File: src/rtl/cbc_pkg.sv
`timescale 1ns/1ps
package cbc_pkg;

    typedef enum logic [2:0] {
        OP_RSVD      = 3'd0,
        OP_LOAD_B0   = 3'd1,
        OP_LOAD_B1   = 3'd2,
        OP_LOAD_INIT = 3'd3,
        OP_SEL_B0    = 3'd4,
        OP_SEL_B1    = 3'd5,
        OP_NOP       = 3'd6
    } host_op_e;

    // setup word layout: bit 0 format, bit 1 mode, bits 3:2 rounding
    typedef struct packed {
        logic [1:0] round;
        logic       mode;
        logic       fmt;
    } setup_t;

endpackage

File: src/rtl/cbc_strobe_sync.sv
`timescale 1ns/1ps
module cbc_strobe_sync #(
    parameter int STAGES = 2
) (
    input  logic clk,
    input  logic rst_n,
    input  logic strobe_async,
    output logic wr_pulse
);
    localparam int CHAIN_W = STAGES + 1;

    logic [CHAIN_W-1:0] chain_d, chain_q;

    always_comb begin
        chain_d = {chain_q[CHAIN_W-2:0], strobe_async};
    end

    always_ff @(posedge clk or negedge rst_n) begin
        if (!rst_n) chain_q <= '0;
        else        chain_q <= chain_d;
    end

    // rising edge of the synchronized strobe
    assign wr_pulse = chain_q[STAGES-1] & ~chain_q[STAGES];
endmodule

File: src/rtl/cbc_addr_decode.sv
`timescale 1ns/1ps
module cbc_addr_decode
    import cbc_pkg::*;
(
    input  logic [2:0] addr,
    output host_op_e   op
);
    always_comb begin
        unique case (addr)
            3'b010:  op = OP_LOAD_B0;
            3'b011:  op = OP_LOAD_B1;
            3'b100:  op = OP_LOAD_INIT;
            3'b101:  op = OP_SEL_B0;
            3'b110:  op = OP_SEL_B1;
            3'b111:  op = OP_NOP;
            default: op = OP_RSVD;
        endcase
    end
endmodule

File: src/rtl/cbc_bank.sv
`timescale 1ns/1ps
module cbc_bank #(
    parameter int TAPS = 9,
    parameter int DW   = 8,
    parameter int IDXW = 4
) (
    input  logic               clk,
    input  logic               rst_n,
    input  logic               wr_en,
    input  logic               restart,
    input  logic [DW-1:0]      wr_data,
    output logic [TAPS*DW-1:0] coefs,
    output logic [IDXW-1:0]    idx
);
    typedef struct packed {
        logic [IDXW-1:0]          idx;
        logic [TAPS-1:0][DW-1:0]  coef;
    } bank_t;

    bank_t st_d, st_q;
    logic [IDXW-1:0] start;

    always_comb begin
        st_d  = st_q;
        start = restart ? '0 : st_q.idx;
        if (wr_en) begin
            st_d.idx = start;
            for (int k = 0; k < TAPS; k++) begin
                if (start == IDXW'(k)) begin
                    st_d.coef[k] = wr_data;
                    st_d.idx     = IDXW'(k + 1);
                end
            end
        end
    end

    always_ff @(posedge clk or negedge rst_n) begin
        if (!rst_n) st_q <= '0;
        else        st_q <= st_d;
    end

    assign coefs = st_q.coef;
    assign idx   = st_q.idx;
endmodule

File: src/rtl/coef_bank_ctrl.sv
`timescale 1ns/1ps
module coef_bank_ctrl
    import cbc_pkg::*;
#(
    parameter int TAPS        = 9,
    parameter int DW          = 8,
    parameter int SYNC_STAGES = 2
) (
    input  logic               clk,
    input  logic               rst_n,
    input  logic [2:0]         host_addr,
    input  logic [DW-1:0]      host_data,
    input  logic               host_ld,
    output logic [TAPS*DW-1:0] coef_active,
    output logic               active_bank,
    output logic               fmt_signed,
    output logic               mode_2d,
    output logic [1:0]         round_sel
);
    localparam int IDX_W  = $clog2(TAPS + 1);
    localparam int NBANKS = 2;

    typedef struct packed {
        host_op_e last_op;
        logic     active;
        setup_t   setup;
    } ctrl_t;

    ctrl_t    ctl_d, ctl_q;
    logic     wr_pulse;
    host_op_e op;

    logic [TAPS*DW-1:0]      bank_coefs [NBANKS];
    logic [NBANKS*IDX_W-1:0] bank_idx;

    cbc_strobe_sync #(.STAGES(SYNC_STAGES)) u_sync (
        .clk          (clk),
        .rst_n        (rst_n),
        .strobe_async (host_ld),
        .wr_pulse     (wr_pulse)
    );

    cbc_addr_decode u_dec (
        .addr (host_addr),
        .op   (op)
    );

    for (genvar b = 0; b < NBANKS; b++) begin : g_bank
        localparam host_op_e LOAD_OP = (b == 0) ? OP_LOAD_B0 : OP_LOAD_B1;
        cbc_bank #(.TAPS(TAPS), .DW(DW), .IDXW(IDX_W)) u_bank (
            .clk     (clk),
            .rst_n   (rst_n),
            .wr_en   (wr_pulse && (op == LOAD_OP)),
            .restart (ctl_q.last_op != LOAD_OP),
            .wr_data (host_data),
            .coefs   (bank_coefs[b]),
            .idx     (bank_idx[b*IDX_W +: IDX_W])
        );
    end

    always_comb begin
        ctl_d = ctl_q;
        if (wr_pulse) begin
            ctl_d.last_op = op;
            case (op)
                OP_LOAD_INIT: ctl_d.setup  = setup_t'(host_data[3:0]);
                OP_SEL_B0:    ctl_d.active = 1'b0;
                OP_SEL_B1:    ctl_d.active = 1'b1;
                default:      ;
            endcase
        end
    end

    always_ff @(posedge clk or negedge rst_n) begin
        if (!rst_n) ctl_q <= '{last_op: OP_NOP, active: 1'b0, setup: '0};
        else        ctl_q <= ctl_d;
    end

    assign coef_active = ctl_q.active ? bank_coefs[1] : bank_coefs[0];
    assign active_bank = ctl_q.active;
    assign fmt_signed  = ctl_q.setup.fmt;
    assign mode_2d     = ctl_q.setup.mode;
    assign round_sel   = ctl_q.setup.round;
endmodule

File: config.mk
export PLATFORM = sky130hd
export DESIGN_NAME = coef_bank_ctrl
export DESIGN_NICKNAME = d
export VERILOG_FILES = /design/src/rtl/cbc_pkg.sv /design/src/rtl/cbc_strobe_sync.sv /design/src/rtl/cbc_addr_decode.sv /design/src/rtl/cbc_bank.sv /design/src/rtl/coef_bank_ctrl.sv
export SDC_FILE = /design/constraint.sdc
export NUM_CORES = 1
export LEC_CHECK = 0
export ABC_AREA = 0
export BUFFER_PORTS_ARGS = -buffer_cell sky130_fd_sc_hd__clkbuf_2
export CAP_MARGIN = 0
export CORE_MARGIN = 3
export CORE_UTILIZATION = 52
export CTS_BUF_LIST = sky130_fd_sc_hd__clkbuf_16
export DETAILED_ROUTE_END_ITERATION = 12
export GPL_TIMING_DRIVEN = 0
export PLACE_DENSITY = 0.71
export SETUP_SLACK_MARGIN = 0.05
export SYNTH_ARGS = -nofsm -noshare
export SYNTH_HDL_FRONTEND = slang
export SYNTH_HIERARCHICAL = 1
export SYNTH_SLANG_ARGS = --single-unit
File: constraint.sdc
create_clock -name clk -period 2.5 [get_ports clk]
set_input_delay 0.25 -clock clk [delete_from_list [all_inputs] [get_ports clk]]
set_output_delay 0.25 -clock clk [all_outputs]
set_load 0.01 [all_outputs]
==> results.json, run 1 <==
{
  "final_cell_area_sq_mm": 0.00878,
  "yosys.area_share.simple": 0.0508,
  "power.density_mw_per_mm2": 736,
  "p_leak_nw": 4.55,
  "met2_usage": 0.332,
  "synth.top_cell.area_share": 0.544,
  "synth_ff_type": "dfrtp_1",
  "finClkSkew_ns": 0.00955,
  "synth_top_family_by_area": "multiplexers",
  "max-vdd-ir-drop_v": 0.000560,
  "max-cap-violations": 0,
  "crit_fanout": 8,
  "wl_per_cell_microns": 19.1,
  "cts_buffer_depth": 2,
  "drcViolationCount": 0,
  "grtUsageMet1": 0.278,
  "worstPathRequired_ns": 2.80,
  "core_area_sq_mm": 0.0136,
  "start_util": 0.544,
  "grt_pass1_vias": 4773,
  "tightestPinTransition_ns": 0.847,
  "die_h_microns": 125,
  "grt_use_met3": 0.0550,
  "clockRootBuffer": "clkbuf_16",
  "n_antenna_cell": 0,
  "dp_slack_ns": -0.314,
  "clk-insertion-delay-late_ns": 0.42,
  "final_max_slew_viol_count": 0,
  "vias": 4460,
  "wirelength_microns": 15300,
  "area_delta_synth_final_pct": 18.5,
  "dpl_cell_area_sq_mm": 0.00812,
  "finalSetupViolations": 0,
  "synth_cells": 491,
  "slew-limit-headroom": 0.431,
  "ant_nets": 0,
  "min-delay-start": "host_addr[1]",
  "p_total_mw": 6.46,
  "synth_compound_area_frac": 0.0177,
  "syn_avg_cell_area_sq_um": 15.1,
  "clk_pin_slew_ns": 0.06,
  "worst-setup-path-type": "reg2reg",
  "drt_iter0_markers": 291,
  "grt.overflow.total": 0,
  "cp-start-kind": "flip-flop",
  "synth_nets": 505,
  "yosysSeqAreaShare": 0.551,
  "grt_max_degree": 89,
  "drive_above_1_share": 0.621,
  "min_period_ns": 2.42,
  "synthAdderAreaFrac": 0,
  "clock-sinks": 163,
  "setup_ws_ns": 0.0832,
  "synth_edf_count": 0,
  "synthArstFlopShare": 1.00,
  "gr-max-usage-layer": "met2",
  "end_kind": "flip-flop",
  "finalNetCount": 623,
  "grt_first_pass_wirelength_microns": 25400,
  "synth_top_area_cell": "dfrtp_1",
  "hold_violations": 0,
  "drt-pass1-iter-count": 4,
  "yosysWarnings": 6,
  "worst_hold_slack_ns": 0.321,
  "worstRegToRegCells": 6,
  "synth_xor_area_frac": 0,
  "cts-buffers-inserted": 17,
  "max_freq_ghz": 0.414,
  "grt_use_total": 0.206,
  "portBuffers": 90,
  "finalSetupTns_ns": 0,
  "synth_mux_area_frac": 0.349,
  "hold_path_depth": 3,
  "netlist_area_sq_mm": 0.00741,
  "synth-seq-cells": 163,
  "finalCritPeriodShare": 0.967,
  "status": "completed",
  "die_area_sq_mm": 0.0157,
  "htree_num_levels": 4,
  "r2r-start": "ctl_q[6]",
  "rsz0062_at_grt": "false",
  "crit_start": "ctl_q[6]",
  "cts_tree": "done",
  "core.rowCount": 42,
  "synth_area_leaders": "dfrtp_1 (54%), mux2_2 (32%), mux2_4 (3.2%)",
  "gp_congestion": 0.747,
  "routed_via_density": 5.59,
  "arrival_ns": 2.71,
  "antenna_found_initial": 0,
  "worstHoldPathType": "in2reg",
  "die_x_microns": 125,
  "io_pins": 91,
  "place_hpwl_microns": 9930,
  "synth_cell_types": 37
}
==> per-layer routing <==
layer,vias to the layer above,share of wire
met5,-,0
met3,14,0.044
met1,2316,0.45
li1,2030,-
met2,100,0.50
met4,0,0.010
==> Yosys cell counts (all sizes together), types with 3 or more instances <==
master  number
buf         22
clkbuf       4
nand4        6
mux2       224
nor4         4
nand2        4
nand2b       3
or3b         5
nor2        11
nand3        4
inv          6
a21oi        6
nor2b        5
o21ai        5
dfrtp      161
==> critical path, stage by stage (launching register included) <==
cell and delay (ns):
dfstp_2 0.52, or3b_4 0.37, buf_6 0.14, or3b_4 0.41, or3b_4 0.40, buf_12 0.16, mux2_4 0.29
==> cell usage in the layout (no fill, tap or decap), types with 4 or more instances in the layout <==
| cell type | count |
|---|---|
| nand4_1 | 6 |
| inv_1 | 12 |
| nand2_1 | 4 |
| nor2b_1 | 4 |
| or3b_4 | 4 |
| clkbuf_16 | 17 |
| clkinv_2 | 4 |
| mux2_4 | 16 |
| nor2_1 | 9 |
| a21oi_1 | 6 |
| buf_2 | 5 |
| dfrtp_1 | 161 |
| clkbuf_2 | 90 |
| buf_6 | 13 |
| buf_4 | 9 |
| mux2_2 | 208 |
| nand3_1 | 4 |
==> cell families (layout without fill, tap and decap cells) <==
family | count (synthesis) | in the layout
DFF | 163 | 163
AOI/OAI and AO/OA | 20 | 20
buffers and inverters | 32 | 163
muxes | 224 | 224
and+or+nand+nor | 52 | 52
==> stage by stage <==
stage | util | std cells
floorplan | - | 491
CTS | 0.640 | 795
global route | 0.645 | 798
finish | 0.645 | 798
global placement | 0.594 | 757
detailed placement | 0.596 | 758
==> where the power goes <==
group / switching [mW] / leakage, nW / total (mW) / internal, mW
registers: 0.101 / 2.20 / 2.97 / 2.87
logic: 0.611 / 2.07 / 1.20 / 0.585
clock network: 0.970 / 0.276 / 2.30 / 1.33
==> sequential cells by signal, summed over array words and instances, names as in the netlist <==
register	count
g_bank.u_bank/idx	8
u_sync/chain_q	3
round_sel	2
ctl_q	3
fmt_signed	1
active_bank	1
g_bank.u_bank/coefs	144
mode_2d	1
==> timing repair <==
action                                  4_1_cts  5_1_grt
buffers inserted                              3        5
endpoints found under the setup margin       41       83
resized for setup                             7        5
endpoints found under the hold margin        88        0
hold buffers                                  2        0
pin swaps                                     2        5
==> layout make-up <==
class	count	area (sq um)
fillers	1012	4830
clock inverters	15	91.3
flip-flops and latches	163	4080
repair buffers	101	592
plain buffers	24	223
clock buffers	17	425
inverters	6	22.5
multi-input cells	296	3130
well taps	176	220
==> worst paths after layout <==
| path | end | slack [ns] |
|---|---|---|
| worst min register to register | u_sync/chain_q[1] | 0.35 |
| worst min-delay path | ctl_q[7] | 0.32 |
| worst max register to register | g_bank[1].u_bank/coefs[23] | 0.08 |
| max in group asynchronous | ctl_q[6] | 1.20 |
| min in group asynchronous | g_bank[1].u_bank/coefs[0] | 0.47 |
| worst max-delay path | g_bank[1].u_bank/coefs[23] | 0.08 |
No activity file was read; power rests on OpenSTA's default activity.
==> run 2: changes to the inputs <==
--- a/config.mk
+++ b/config.mk
@@ -8,12 +8,14 @@
 export ABC_AREA = 0
 export BUFFER_PORTS_ARGS = -buffer_cell sky130_fd_sc_hd__clkbuf_2
 export CAP_MARGIN = 0
-export CORE_MARGIN = 3
-export CORE_UTILIZATION = 52
+export CELL_PAD_IN_SITES_DETAIL_PLACEMENT = 1
+export CELL_PAD_IN_SITES_GLOBAL_PLACEMENT = 1
+export CORE_UTILIZATION = 44
 export CTS_BUF_LIST = sky130_fd_sc_hd__clkbuf_16
 export DETAILED_ROUTE_END_ITERATION = 12
 export GPL_TIMING_DRIVEN = 0
-export PLACE_DENSITY = 0.71
+export MAX_ROUTING_LAYER = met4
+export PLACE_DENSITY = 0.72
 export SETUP_SLACK_MARGIN = 0.05
 export SYNTH_ARGS = -nofsm -noshare
 export SYNTH_HDL_FRONTEND = slang
==> run 2 against run 1 <==
Net effect: worst setup slack got worse by 0.017 ns; largest cell class unchanged; count of clock-buffer cells in the layout unchanged; sequential power about the same; highest routed layer unchanged; wire length increased by 9.9%; sequential share of layout area decreased by 0.81 points.
==> results.json, run 2 (synthesized netlist as in run 1, its figures left out) <==
{
  "status": "completed",
  "worst_path_most_repeated_cell": "or3b_4",
  "core.rowCount": 47,
  "critPathMaxStageDelay_ns": 0.52,
  "slowest_stage": "dfstp_2",
  "ant_nets": 0,
  "cts_buffer_depth": 2,
  "p_comb_frac": 0.175,
  "core_area_sq_mm": 0.0165,
  "worstHoldPathType": "in2reg",
  "arrival_ns": 2.74,
  "start_util": 0.448,
  "final_max_slew_viol_count": 0,
  "finClkSkew_ns": 0.00591,
  "htree_num_levels": 4,
  "routed_via_density": 5.36,
  "switching_share": 0.253,
  "p_int_mw": 5.20,
  "timing.reg2reg.setup_slack_ns": 0.07,
  "clk_pin_slew_ns": 0.06,
  "finalNetCount": 622,
  "finalSetupViolations": 0,
  "min-delay-start": "host_addr[2]",
  "drcViolationCount": 0,
  "grt_first_pass_wirelength_microns": 27700,
  "cts-buffers-inserted": 17,
  "largest_reg_flops": 144,
  "final_cell_mix": "mux2_2 (208), dfrtp_1 (161), clkbuf_2 (89), clkbuf_16 (17), mux2_4 (16)",
  "gp_congestion": 0.746,
  "min_period_ns": 2.43,
  "die_x_microns": 132,
  "grt_use_total": 0.217,
  "power_frac_clock": 0.398,
  "r2r-start": "ctl_q[6]",
  "portBuffers": 90,
  "hold_violations": 0,
  "drt-pass1-iter-count": 4,
  "grt.overflow.total": 0,
  "worstPathRequired_ns": 2.81,
  "worst-setup-path-type": "reg2reg",
  "io_pins": 91,
  "seq_power_share": 0.428,
  "grt_max_degree": 102,
  "area_delta_synth_final_pct": 20.6,
  "crit_start": "ctl_q[6]",
  "tightestPinTransition_ns": 0.826,
  "clock-sinks": 163,
  "drt_iter0_markers": 189,
  "cp-start-kind": "flip-flop",
  "path_cells": "or3b_4 > buf_6 > or3b_4 > or3b_4 > buf_12 > mux2_4",
  "p_leak_nw": 4.58,
  "die_h_microns": 132,
  "clk-insertion-delay-late_ns": 0.43,
  "end_kind": "flip-flop",
  "clockRootBuffer": "clkbuf_16",
  "antenna_found_initial": 0,
  "n_antenna_cell": 0,
  "wirelength_microns": 16800,
  "final_common_cell": "mux2_2",
  "p_sw_mw": 1.76,
  "max_freq_ghz": 0.411,
  "max-cap-violations": 0,
  "finalSetupTns_ns": 0,
  "path_buf_inv": 2,
  "die_area_sq_mm": 0.0174,
  "finalCritPeriodShare": 0.974,
  "max-vdd-ir-drop_v": 0.000528,
  "power.density_mw_per_mm2": 778,
  "grt_pass1_vias": 5012,
  "place_hpwl_microns": 10700,
  "wl_per_cell_microns": 20.0,
  "cp_top_family": "simple AND/OR/NAND/NOR gates",
  "cts_tree": "done",
  "nFillCells": 1609,
  "crit_fanout": 8,
  "vias": 4501,
  "final_core_util": 0.541,
  "slew-limit-headroom": 0.445,
  "drive_above_1_share": 0.629
}
-- run 2: changes by cell type in the layout (fill, tap and decap cells not counted), sizes merged --
cell | previous run | this run
buf | 31 | 30
clkinv | 7 | 6
inv | 12 | 8
bufinv | 1 | 5
-- run 2: area by class of cell --
type	instances	area [sq um]	area share
plain buffers	24	221	0.0248
clock buffers	17	425	0.0476
clock inverters	14	195	0.0218
inverters	6	22.5	0.00252
multi-input cells	296	3130	0.350
flip-flops and latches	163	4080	0.457
well taps	220	275	0.0308
repair buffers	100	584	0.0654
-- run 2: path summary, 6_finish.rpt --
path                                                   end  cells after the start
max in group asynchronous                         ctl_q[7]                      3
worst min register to register           u_sync/chain_q[1]                      0
min in group asynchronous        g_bank[1].u_bank/coefs[9]                      2
worst min-delay path                              ctl_q[7]                      3
worst max-delay path            g_bank[1].u_bank/coefs[19]                      6
worst max register to register  g_bank[1].u_bank/coefs[19]                      6
-- run 2: per-stage QoR --
step | area, sq um | power (mW) | setup WS, ns | hold slack (ns) | cells
after floorplan | 7410 | 3.79 | 0.0892 | -0.0456 | 491
after global placement | 8130 | 4.15 | -1.55 | 0.340 | 801
after detailed placement | 8170 | 4.22 | -0.406 | 0.267 | 802
after CTS | 8870 | 7.02 | 0.0510 | 0.310 | 838
after global routing | 8940 | 7.25 | -0.0138 | 0.372 | 840
final | 8940 | 6.96 | 0.0660 | 0.333 | 840
-- run 2: metal layers --
layer  up-vias  global-route usage  wire, microns
met4         0              0.0840            316
li1       2016                   -              -
met1      2363               0.283           7820
met2        95               0.337           8150
met5         -                   -              0
met3        27              0.0404            501
-- run 2: power groups by stage --
stage	Sequential, mW	Combinational, mW	Clock [mW]
6_report	2.98	1.21	2.77
5_1_grt	3.01	1.31	2.93
4_1_cts	2.98	1.22	2.82
3_5_place_dp	3.02	1.19	0
3_3_place_gp	3.00	1.14	0
2_1_floorplan	2.99	0.801	0
-- run 2: worst register-to-register path, delay by kind of cell (launching register included) --
family / cells / cell delay [ns]
buffers and inverters: 2 / 0.31
flip-flops: 1 / 0.52
multiplexers: 1 / 0.29
AND/OR/NAND/NOR: 3 / 1.19
-- run 2: timing repair --
item,CTS,global route
hold buffers,2,0
endpoints found under the setup margin,57,79
resized for setup,7,4
setup buffers,3,4
pin swaps,4,6
endpoints found under the hold margin,63,0
